[config.mk]
export PLATFORM = sky130hd
export DESIGN_NAME = gpx_irq_unit
export DESIGN_NICKNAME = d
export VERILOG_FILES = /design/src/rtl/gpx_irq_unit.sv
export SDC_FILE = /design/constraint.sdc
export NUM_CORES = 1
export LEC_CHECK = 0
export ABC_AREA = 1
export BUFFER_PORTS_ARGS = -buffer_cell sky130_fd_sc_hd__buf_2
export CELL_PAD_IN_SITES_DETAIL_PLACEMENT = 1
export CELL_PAD_IN_SITES_GLOBAL_PLACEMENT = 2
export CORE_MARGIN = 4
export CORE_UTILIZATION = 31
export CTS_BUF_LIST = sky130_fd_sc_hd__clkbuf_8
export DETAILED_ROUTE_END_ITERATION = 10
export PLACE_DENSITY = 0.79
export REMOVE_ABC_BUFFERS = 1
export SYNTH_ARGS = -nofsm -noshare
export SYNTH_HDL_FRONTEND = slang
export SYNTH_SLANG_ARGS = --single-unit
[constraint.sdc]
create_clock -name clk -period 1.59 [get_ports clk]
set_clock_uncertainty 0.1 [all_clocks]
set_input_delay 0.318 -clock clk [delete_from_list [all_inputs] [get_ports clk]]
set_output_delay 0.318 -clock clk [all_outputs]
set_load 0.01 [all_outputs]
[src/rtl/gpx_irq_unit.sv]
module gpx_irq_unit #(
  parameter int BANK_W = 8,
  parameter int AW     = 4
) (
  input  logic                  clk,
  input  logic                  rst_n,
  input  logic [2*BANK_W-1:0]   pin_i,
  input  logic [AW-1:0]         reg_addr,
  input  logic                  reg_wr,
  input  logic                  reg_rd,
  input  logic [2*BANK_W-1:0]   reg_wdata,
  output logic [2*BANK_W-1:0]   reg_rdata,
  output logic [1:0]            int_pad_o,
  output logic [1:0]            int_pad_oe
);
  localparam int N = 2 * BANK_W;
  localparam logic [AW-1:0] A_EN   = AW'(2);
  localparam logic [AW-1:0] A_REF  = AW'(3);
  localparam logic [AW-1:0] A_MODE = AW'(4);
  localparam logic [AW-1:0] A_CFG  = AW'(5);
  localparam logic [AW-1:0] A_FLAG = AW'(7);
  localparam logic [AW-1:0] A_CAP  = AW'(8);
  localparam logic [AW-1:0] A_PORT = AW'(9);
  localparam int C_CC = 0, C_POL = 1, C_OD = 2, C_MIR = 6;

  logic [N-1:0] en_q, ref_q, mode_q, flag_q, cap_q;
  logic [7:0]   cfg_q;
  logic [N-1:0] s1_q, s2_q, prev_q;
  logic [N-1:0] hit, flag_nx, cap_nx;
  logic [1:0]   set_b, act, line;
  logic         clr;

  always_ff @(posedge clk) begin
    if (!rst_n) begin
      s1_q <= '0; s2_q <= '0; prev_q <= '0;
    end else begin
      s1_q <= pin_i; s2_q <= s1_q; prev_q <= s2_q;
    end
  end

  assign hit = en_q & ((mode_q & (s2_q ^ ref_q)) | (~mode_q & (s2_q ^ prev_q)));
  assign clr = reg_rd && (cfg_q[C_CC] ? (reg_addr == A_CAP) : (reg_addr == A_PORT));

  for (genvar b = 0; b < 2; b++) begin : g_bank
    logic [BANK_W-1:0] hb, pick;
    assign hb   = hit[b*BANK_W +: BANK_W];
    assign pick = hb & (~hb + 1'b1);
    assign set_b[b] = (flag_q[b*BANK_W +: BANK_W] == '0) && (|hb) && !clr;
    assign flag_nx[b*BANK_W +: BANK_W] = clr ? '0 :
                                         set_b[b] ? pick : flag_q[b*BANK_W +: BANK_W];
    assign cap_nx[b*BANK_W +: BANK_W]  = set_b[b] ? s2_q[b*BANK_W +: BANK_W]
                                                  : cap_q[b*BANK_W +: BANK_W];
    assign act[b] = |flag_q[b*BANK_W +: BANK_W];
  end

  always_ff @(posedge clk) begin
    if (!rst_n) begin
      flag_q <= '0; cap_q <= '0;
    end else begin
      flag_q <= flag_nx; cap_q <= cap_nx;
    end
  end

  always_ff @(posedge clk) begin
    if (!rst_n) begin
      en_q <= '0; ref_q <= '0; mode_q <= '0; cfg_q <= '0;
    end else if (reg_wr) begin
      case (reg_addr)
        A_EN:    en_q   <= reg_wdata;
        A_REF:   ref_q  <= reg_wdata;
        A_MODE:  mode_q <= reg_wdata;
        A_CFG:   cfg_q  <= reg_wdata[7:0];
        default: ;
      endcase
    end
  end

  always_comb begin
    case (reg_addr)
      A_EN:    reg_rdata = en_q;
      A_REF:   reg_rdata = ref_q;
      A_MODE:  reg_rdata = mode_q;
      A_CFG:   reg_rdata = N'(cfg_q);
      A_FLAG:  reg_rdata = flag_q;
      A_CAP:   reg_rdata = cap_q;
      A_PORT:  reg_rdata = s2_q;
      default: reg_rdata = '0;
    endcase
  end

  assign line = cfg_q[C_MIR] ? {2{|act}} : act;
  assign int_pad_o  = cfg_q[C_OD] ? 2'b00 : (cfg_q[C_POL] ? line : ~line);
  assign int_pad_oe = cfg_q[C_OD] ? line : 2'b11;

  a_r4_onehot_bank: assert property (@(posedge clk) disable iff (!rst_n)
    $onehot0(flag_q[BANK_W-1:0]) && $onehot0(flag_q[N-1:BANK_W]));

  a_r1_disabled_no_flag: assert property (@(posedge clk) disable iff (!rst_n)
    1'b1 |=> ((flag_q & ~$past(flag_q) & ~$past(en_q)) == '0));

  a_r5_hold_bank_a: assert property (@(posedge clk) disable iff (!rst_n)
    ((|flag_q[BANK_W-1:0]) && !clr) |=>
      ($stable(flag_q[BANK_W-1:0]) && $stable(cap_q[BANK_W-1:0])));

  a_r5_hold_bank_b: assert property (@(posedge clk) disable iff (!rst_n)
    ((|flag_q[N-1:BANK_W]) && !clr) |=>
      ($stable(flag_q[N-1:BANK_W]) && $stable(cap_q[N-1:BANK_W])));

  a_r6_clear_read: assert property (@(posedge clk) disable iff (!rst_n)
    clr |=> (flag_q == '0));

  a_r9_never_drive_high: assert property (@(posedge clk) disable iff (!rst_n)
    cfg_q[C_OD] |-> ((int_pad_o & int_pad_oe) == 2'b00));
endmodule

==> results of run 1 <==
==> routing by layer <==
layer  GRT usage, %  share of wire [%]
met4          8.667                2.7
met2          36.29                 52
met1          24.81                 42
met5              0                  0
met3          4.261                3.4
==> final cells by class <==
cell class,count,area (sq um)
well taps,260,325.3
clock buffers,20,275.3
flip-flops and latches,136,2768
fillers,2288,9007
clock inverters,12,87.58
repair inverters,1,7.507
multi-input cells,551,3582
inverters,134,538.0
repair buffers,245,2302
==> path summary, 6_finish.rpt <==
check	end	slack [ns]	from
max reg2reg	flag_q[7]$_SDFFE_PP0P_	-0.19	mode_q[5]$_SDFFE_PN0P_
min	ref_q[14]$_SDFFE_PN0P_	0.03	reg_wdata[14]
max	int_pad_oe[1]	-0.53	flag_q[7]$_SDFFE_PP0P_
min reg2reg	s2_q[7]$_SDFF_PN0_	0.31	s1_q[7]$_SDFF_PN0_
==> power by group through the flow <==
stage          sequential, mW  combinational [mW]  clock, mW
6_report                 3.58                1.40       2.73
5_1_grt                  3.59                1.50       2.95
4_1_cts                  3.57                1.18       2.77
3_5_place_dp             3.64               0.886          0
3_3_place_gp             3.64               0.873          0
2_1_floorplan            3.63               0.391          0
==> critical path: stages (launching register included) <==
cell and delay (ns):
dfxtp_2 0.34, nor2_1 0.12, nand3_1 0.15, nor2_4 0.19, o21ai_2 0.09, or2_4 0.23
buf_6 0.12
==> flip-flops by register name, indices dropped and copies added (netlist names) <==
register / count
cap_q: 16
en_q: 16
flag_q: 16
mode_q: 16
prev_q: 16
ref_q: 16
s1_q: 16
s2_q: 16
cfg_q: 8
==> per-stage QoR <==
step / TNS, ns / hold WS (ns) / worst slack (ns) / instances / instance area [sq um]
after CTS: -8.126 / 0.02322 / -0.4922 / 1349 / 9270
after floorplan: -30.42 / 0.2900 / -0.7444 / 821 / 5829
after detailed placement: -27.17 / 0.3020 / -0.5069 / 1260 / 7460
final: -10.98 / 0.02723 / -0.5345 / 1359 / 9886
after global placement: -23.32 / 0.2928 / -0.4430 / 1260 / 7460
after global routing: -15.53 / 0.02256 / -0.5853 / 1359 / 9886
==> synthesized netlist by cell type (3+ instances only) <==
master / n / area share (%)
dfxtp_1: 136 / 45
a221oi_1: 12 / 1.7
nand3_1: 97 / 8.0
buf_2: 13 / 1.1
o2111ai_1: 5 / 0.73
o211ai_1: 7 / 0.87
a21oi_1: 100 / 8.3
buf_6: 3 / 0.56
nand4_1: 6 / 0.62
nor2_1: 41 / 2.6
o21ai_1: 6 / 0.50
clkbuf_1: 26 / 1.6
nand2_2: 3 / 0.31
nand2_1: 201 / 13
nor2_2: 3 / 0.31
o22ai_1: 5 / 0.52
inv_1: 125 / 7.8
inv_2: 9 / 0.56
o21ai_0: 52 / 4.3
==> repair_timing <==
item	4_1_cts	5_1_grt
cloned	7	1
setup endpoints to repair	49	52
pin swaps	62	58
hold endpoints to repair	16	0
gates resized for setup	238	124
buffers inserted	34	12
hold buffers	16	0
==> cell usage in the layout, fill, tap and decap left out, types with 5 or more instances in the layout <==
cell and n:
nand2_1 168, inv_1 111, buf_4 109, dfxtp_1 102, a21oi_1 73, nand3_1 50
buf_2 50, nand3_2 40, buf_6 40, o21ai_0 36, dfxtp_2 33, nor2_1 32
nand2_2 21, clkbuf_8 20, inv_2 19, a21oi_2 19, buf_12 19, dlygate4sd3_1 16
nand2_4 12, o21ai_1 10, nand3_4 9, o21ai_2 8, a21oi_4 8, a221oi_2 8
nor2_4 7, nor2_2 7, o211ai_1 7, inv_4 6, nand4_1 6, buf_8 5
==> cells by family (layout without fill, tap and decap cells) <==
logic type	after synthesis	after routing	synth area share (%)
AND/OR/NAND/NOR	362	362	25.99
AO/OA/AOI/OAI	189	189	17.17
buffers and inverters	177	412	11.72
flip-flops	136	136	45.13
==> impl_metrics.py, run 1 <==
metrics = {
    "floorplan": {
        "dieArea_sq_um": 21760,
        "io_pins": 60,
        "num_rows": 50,
        "core_sq_um": 18890,
        "die_x_um": 147.5,
        "dieHeight_um": 147.5,
        "start_util_pct": 31.93,
    },
    "timing": {
        "fmax_mhz": 470.7,
        "setup_viol": 48,
        "rsz0062_at_grt": "yes",
        "setup_ws_ns": -0.5345,
        "fin_crit_sh_pct": 133.6,
        "worst_slew_margin_rel_pct": 76.59,
        "timing.final.max_slew_violations": 0,
        "min_period_ns": 2.125,
        "worst_slew_pin_slew_ns": 0.3512,
        "hold_viol": 0,
    },
    "clock_tree": {
        "root_buffer": "clkbuf_8",
        "clk_pin_slew_ns": 0.08,
        "cts_tree": "yes",
        "cts.sinks": 136,
        "cts_buffer_depth": 2,
        "htreeDepth": 4,
        "clock_latency_ns": 0.48,
        "cts_buffers": 17,
    },
    "logic_synthesis": {
        "synth_area_sq_um": 6033,
        "synthArstFlopShare_pct": 0,
        "synth_seq_cells": 136,
        "syn_inst": 864,
        "syn_avg_cell_area_sq_um": 6.983,
        "synth_enable_flop_cells": 0,
        "ys_seq_area_share_pct": 45.13,
        "synth_flop_cell": "dfxtp_1",
        "yosys_warnings": 0,
        "synth_cell_types": 28,
    },
    "route": {
        "dr.first_iter.drc_count": 290,
        "drc": 0,
        "routed_via_density": 4.965,
        "wl_per_cell_um": 17.94,
        "routed_wl_um": 24390,
        "dr.pass1.iters": 5,
        "routed-via-count": 6748,
        "ant_nets": 0,
    },
    "layout": {
        "nNetsFinal": 1126,
        "drive_above_1_share_pct": 43.86,
        "finalCoreUtilization_pct": 52.32,
        "antennaDiodeCount": 0,
        "area_growth_pct": 63.85,
    },
    "placed_design": {
        "io_buffers": 59,
        "dp_hpwl_um": 14310,
        "place_congestion": 0.7842,
    },
    "power_and_ir_drop": {
        "switchingPower_mw": 2.290,
        "power.density_nw_per_um2": 779.9,
        "ir_drop_uv": 557.0,
        "sw_frac_of_total_pct": 29.70,
        "clock_power_share_pct": 35.4,
        "combPwrFrac_pct": 18.1,
        "total_power_mw": 7.710,
        "power_leakage_nw": 4.410,
        "seq_power_share_pct": 46.5,
        "cell_internal_pwr_mw": 5.420,
    },
    "worst_setup_path": {
        "crit_fanout": 3,
        "worst_ep_required_time_ns": 1.17,
        "startpoint_type": "register",
        "setup.worst_path.end_class": "primary output",
        "path_class": "register to primary output",
        "cp.arrival_ns": 1.71,
        "r2r_cells": 11,
    },
    "global_routing": {
        "gr-usage-all-layers_pct": 20.77,
        "grt_max_degree": 39,
        "grt_pass1_vias": 6929,
        "grt.overflow.total": 0,
        "antenna_found_initial": 0,
        "grt_pass1_wl_um": 35670,
    },
    "min_path": {
        "min_path_cells": 3,
        "min_path_type": "primary input to register",
    },
    "outcome": {
        "status": "complete, but fails checks",
        "failed_checks": "setup timing",
    },
    "job": {
        "maxCapViolCount": 0,
    },
}
Power figures use the tool's default switching activity.
==> inputs of run 2 (changes only) <==
--- a/config.mk
+++ b/config.mk
@@ -10,10 +10,9 @@
 export CELL_PAD_IN_SITES_DETAIL_PLACEMENT = 1
 export CELL_PAD_IN_SITES_GLOBAL_PLACEMENT = 2
 export CORE_MARGIN = 4
-export CORE_UTILIZATION = 31
-export CTS_BUF_LIST = sky130_fd_sc_hd__clkbuf_8
+export CORE_UTILIZATION = 30
 export DETAILED_ROUTE_END_ITERATION = 10
-export PLACE_DENSITY = 0.79
+export PLACE_DENSITY = 0.77
 export REMOVE_ABC_BUFFERS = 1
 export SYNTH_ARGS = -nofsm -noshare
 export SYNTH_HDL_FRONTEND = slang
==> impl_metrics.py, run 2 (synthesis results as in run 1) <==
metrics = {
    "outcome": {
        "status": "complete, but fails checks",
        "failed_checks": "setup timing",
    },
    "route": {
        "routed-via-count": 6685,
        "dr.pass1.iters": 6,
        "routed_wl_um": 24490,
        "drt-met1-wl_um": 10270,
        "drc": 0,
        "top_layer_used": "met4",
        "routed_via_density": 4.945,
        "wl_met2_um": 12740,
        "met3_length_um": 811,
        "wl_per_cell_um": 18.11,
        "ant_nets": 0,
        "dr.first_iter.drc_count": 302,
    },
    "floorplan": {
        "num_rows": 51,
        "die_x_um": 149.8,
        "core_sq_um": 19590,
        "dieHeight_um": 149.8,
        "io_pins": 60,
        "start_util_pct": 30.80,
        "dieArea_sq_um": 22440,
    },
    "worst_setup_path": {
        "crit_fanout": 3,
        "r2r_start": "flag_q[2]$_SDFFE_PP0P_",
        "cp.arrival_ns": 1.72,
        "worst_ep_required_time_ns": 1.17,
        "setup.worst_path.end_class": "primary output",
        "crit_start": "flag_q[2]$_SDFFE_PP0P_",
        "path_class": "register to primary output",
        "startpoint_type": "register",
    },
    "job": {
        "maxCapViolCount": 0,
    },
    "timing": {
        "rsz0062_at_grt": "yes",
        "setup_ws_ns": -0.5463,
        "fin_crit_sh_pct": 134.4,
        "setup_viol": 51,
        "hold_ws_ns": 0.07514,
        "worst_slew_margin_rel_pct": 73.59,
        "timing.final.max_slew_violations": 0,
        "min_period_ns": 2.136,
        "fmax_mhz": 468.1,
        "worst_slew_pin_slew_ns": 0.3962,
        "hold_viol": 0,
    },
    "clock_tree": {
        "clk_pin_slew_ns": 0.06,
        "htreeDepth": 4,
        "cts_buffer_depth": 2,
        "cts_tree": "yes",
        "cts_buffers": 17,
        "root_buffer": "clkbuf_16",
        "clock_latency_ns": 0.44,
        "cts.sinks": 136,
    },
    "power_and_ir_drop": {
        "power.density_nw_per_um2": 920.0,
        "power_leakage_nw": 4.459,
        "total_power_mw": 9.098,
        "ir_drop_uv": 658.4,
    },
    "global_routing": {
        "grt_max_degree": 45,
        "grt.overflow.total": 0,
        "gr-usage-all-layers_pct": 20.80,
        "grt_pass1_vias": 6892,
        "grt_pass1_wl_um": 36170,
        "antenna_found_initial": 0,
    },
    "placed_design": {
        "dp_hpwl_um": 14300,
        "io_buffers": 59,
        "place_congestion": 0.7627,
    },
    "layout": {
        "drive_above_1_share_pct": 44.99,
        "mostFrequentLayoutCell": "nand2_1",
        "antennaDiodeCount": 0,
        "area_growth_pct": 63.92,
        "nNetsFinal": 1114,
        "final_cell_mix": "163 x nand2_1, 97 x inv_1, 96 x buf_4",
    },
    "min_path": {
        "min_path_type": "primary input to register",
        "min_from": "reg_wdata[13]",
    },
}
==> run 2: metrics by stage <==
stage               cells  instance area [sq um]  TNS [ns]  utilization (%)  setup slack (ns)
finish               1352                   9889    -8.016            50.48           -0.5463
global route         1352                   9889    -11.70            50.48           -0.6185
CTS                  1333                   9218    -7.024            47.05           -0.4690
detailed placement   1248                   7401    -27.14            37.78           -0.3656
global placement     1248                   7401    -23.56            37.78           -0.3515
floorplan             821                   5829    -30.42                -           -0.7444
==> run 2: timing repair <==
action / CTS / global route
hold buffers: 16 / 0
gates cloned: 7 / 6
endpoints found under the setup margin: 49 / 76
buffers inserted: 31 / 20
hold endpoints to repair: 16 / 0
gates resized for setup: 219 / 159
pin swaps: 51 / 65
==> run 2: worst max-delay path: stages (launching register included) <==
cell and delay [ns]:
dfxtp_1 0.32, nor2_1 0.15, nand2_1 0.12, nor2_4 0.22, o21ai_4 0.09, o21ai_0 0.18, a21oi_1 0.06, buf_2 0.14
==> run 2: layout make-up <==
type	count	area, sq um
clock inverters	11	125.1
clock buffers	21	450.4
flip-flops and latches	136	2794
inverters	134	554.3
fillers	2373	9701
repair inverters	4	48.80
multi-input cells	551	3442
well taps	265	331.6
repair buffers	230	2143
==> run 2: final timing paths <==
| kind | end | cells past startpoint | slack (ns) |
|---|---|---|---|
| min reg2reg | s2_q[8]$_SDFF_PN0_ | 2 | 0.31 |
| max reg2reg | flag_q[2]$_SDFFE_PP0P_ | 10 | -0.18 |
| min | ref_q[13]$_SDFFE_PN0P_ | 3 | 0.08 |
| max | int_pad_o[0] | 7 | -0.55 |
==> run 2: power by group <==
group	switching [mW]	leakage, nW	internal [mW]
clock network	1.62	0.265	2.35
registers	0.0743	1.13	3.52
logic	0.881	3.06	0.654
==> run 2: per-layer routing <==
| metal | up-vias | GRT usage (%) |
|---|---|---|
| li1 | 3233 | - |
| met3 | 46 | 4.240 |
| met4 | 0 | 6.725 |
| met1 | 3282 | 24.88 |
| met5 | - | 0 |
| met2 | 124 | 37.22 |
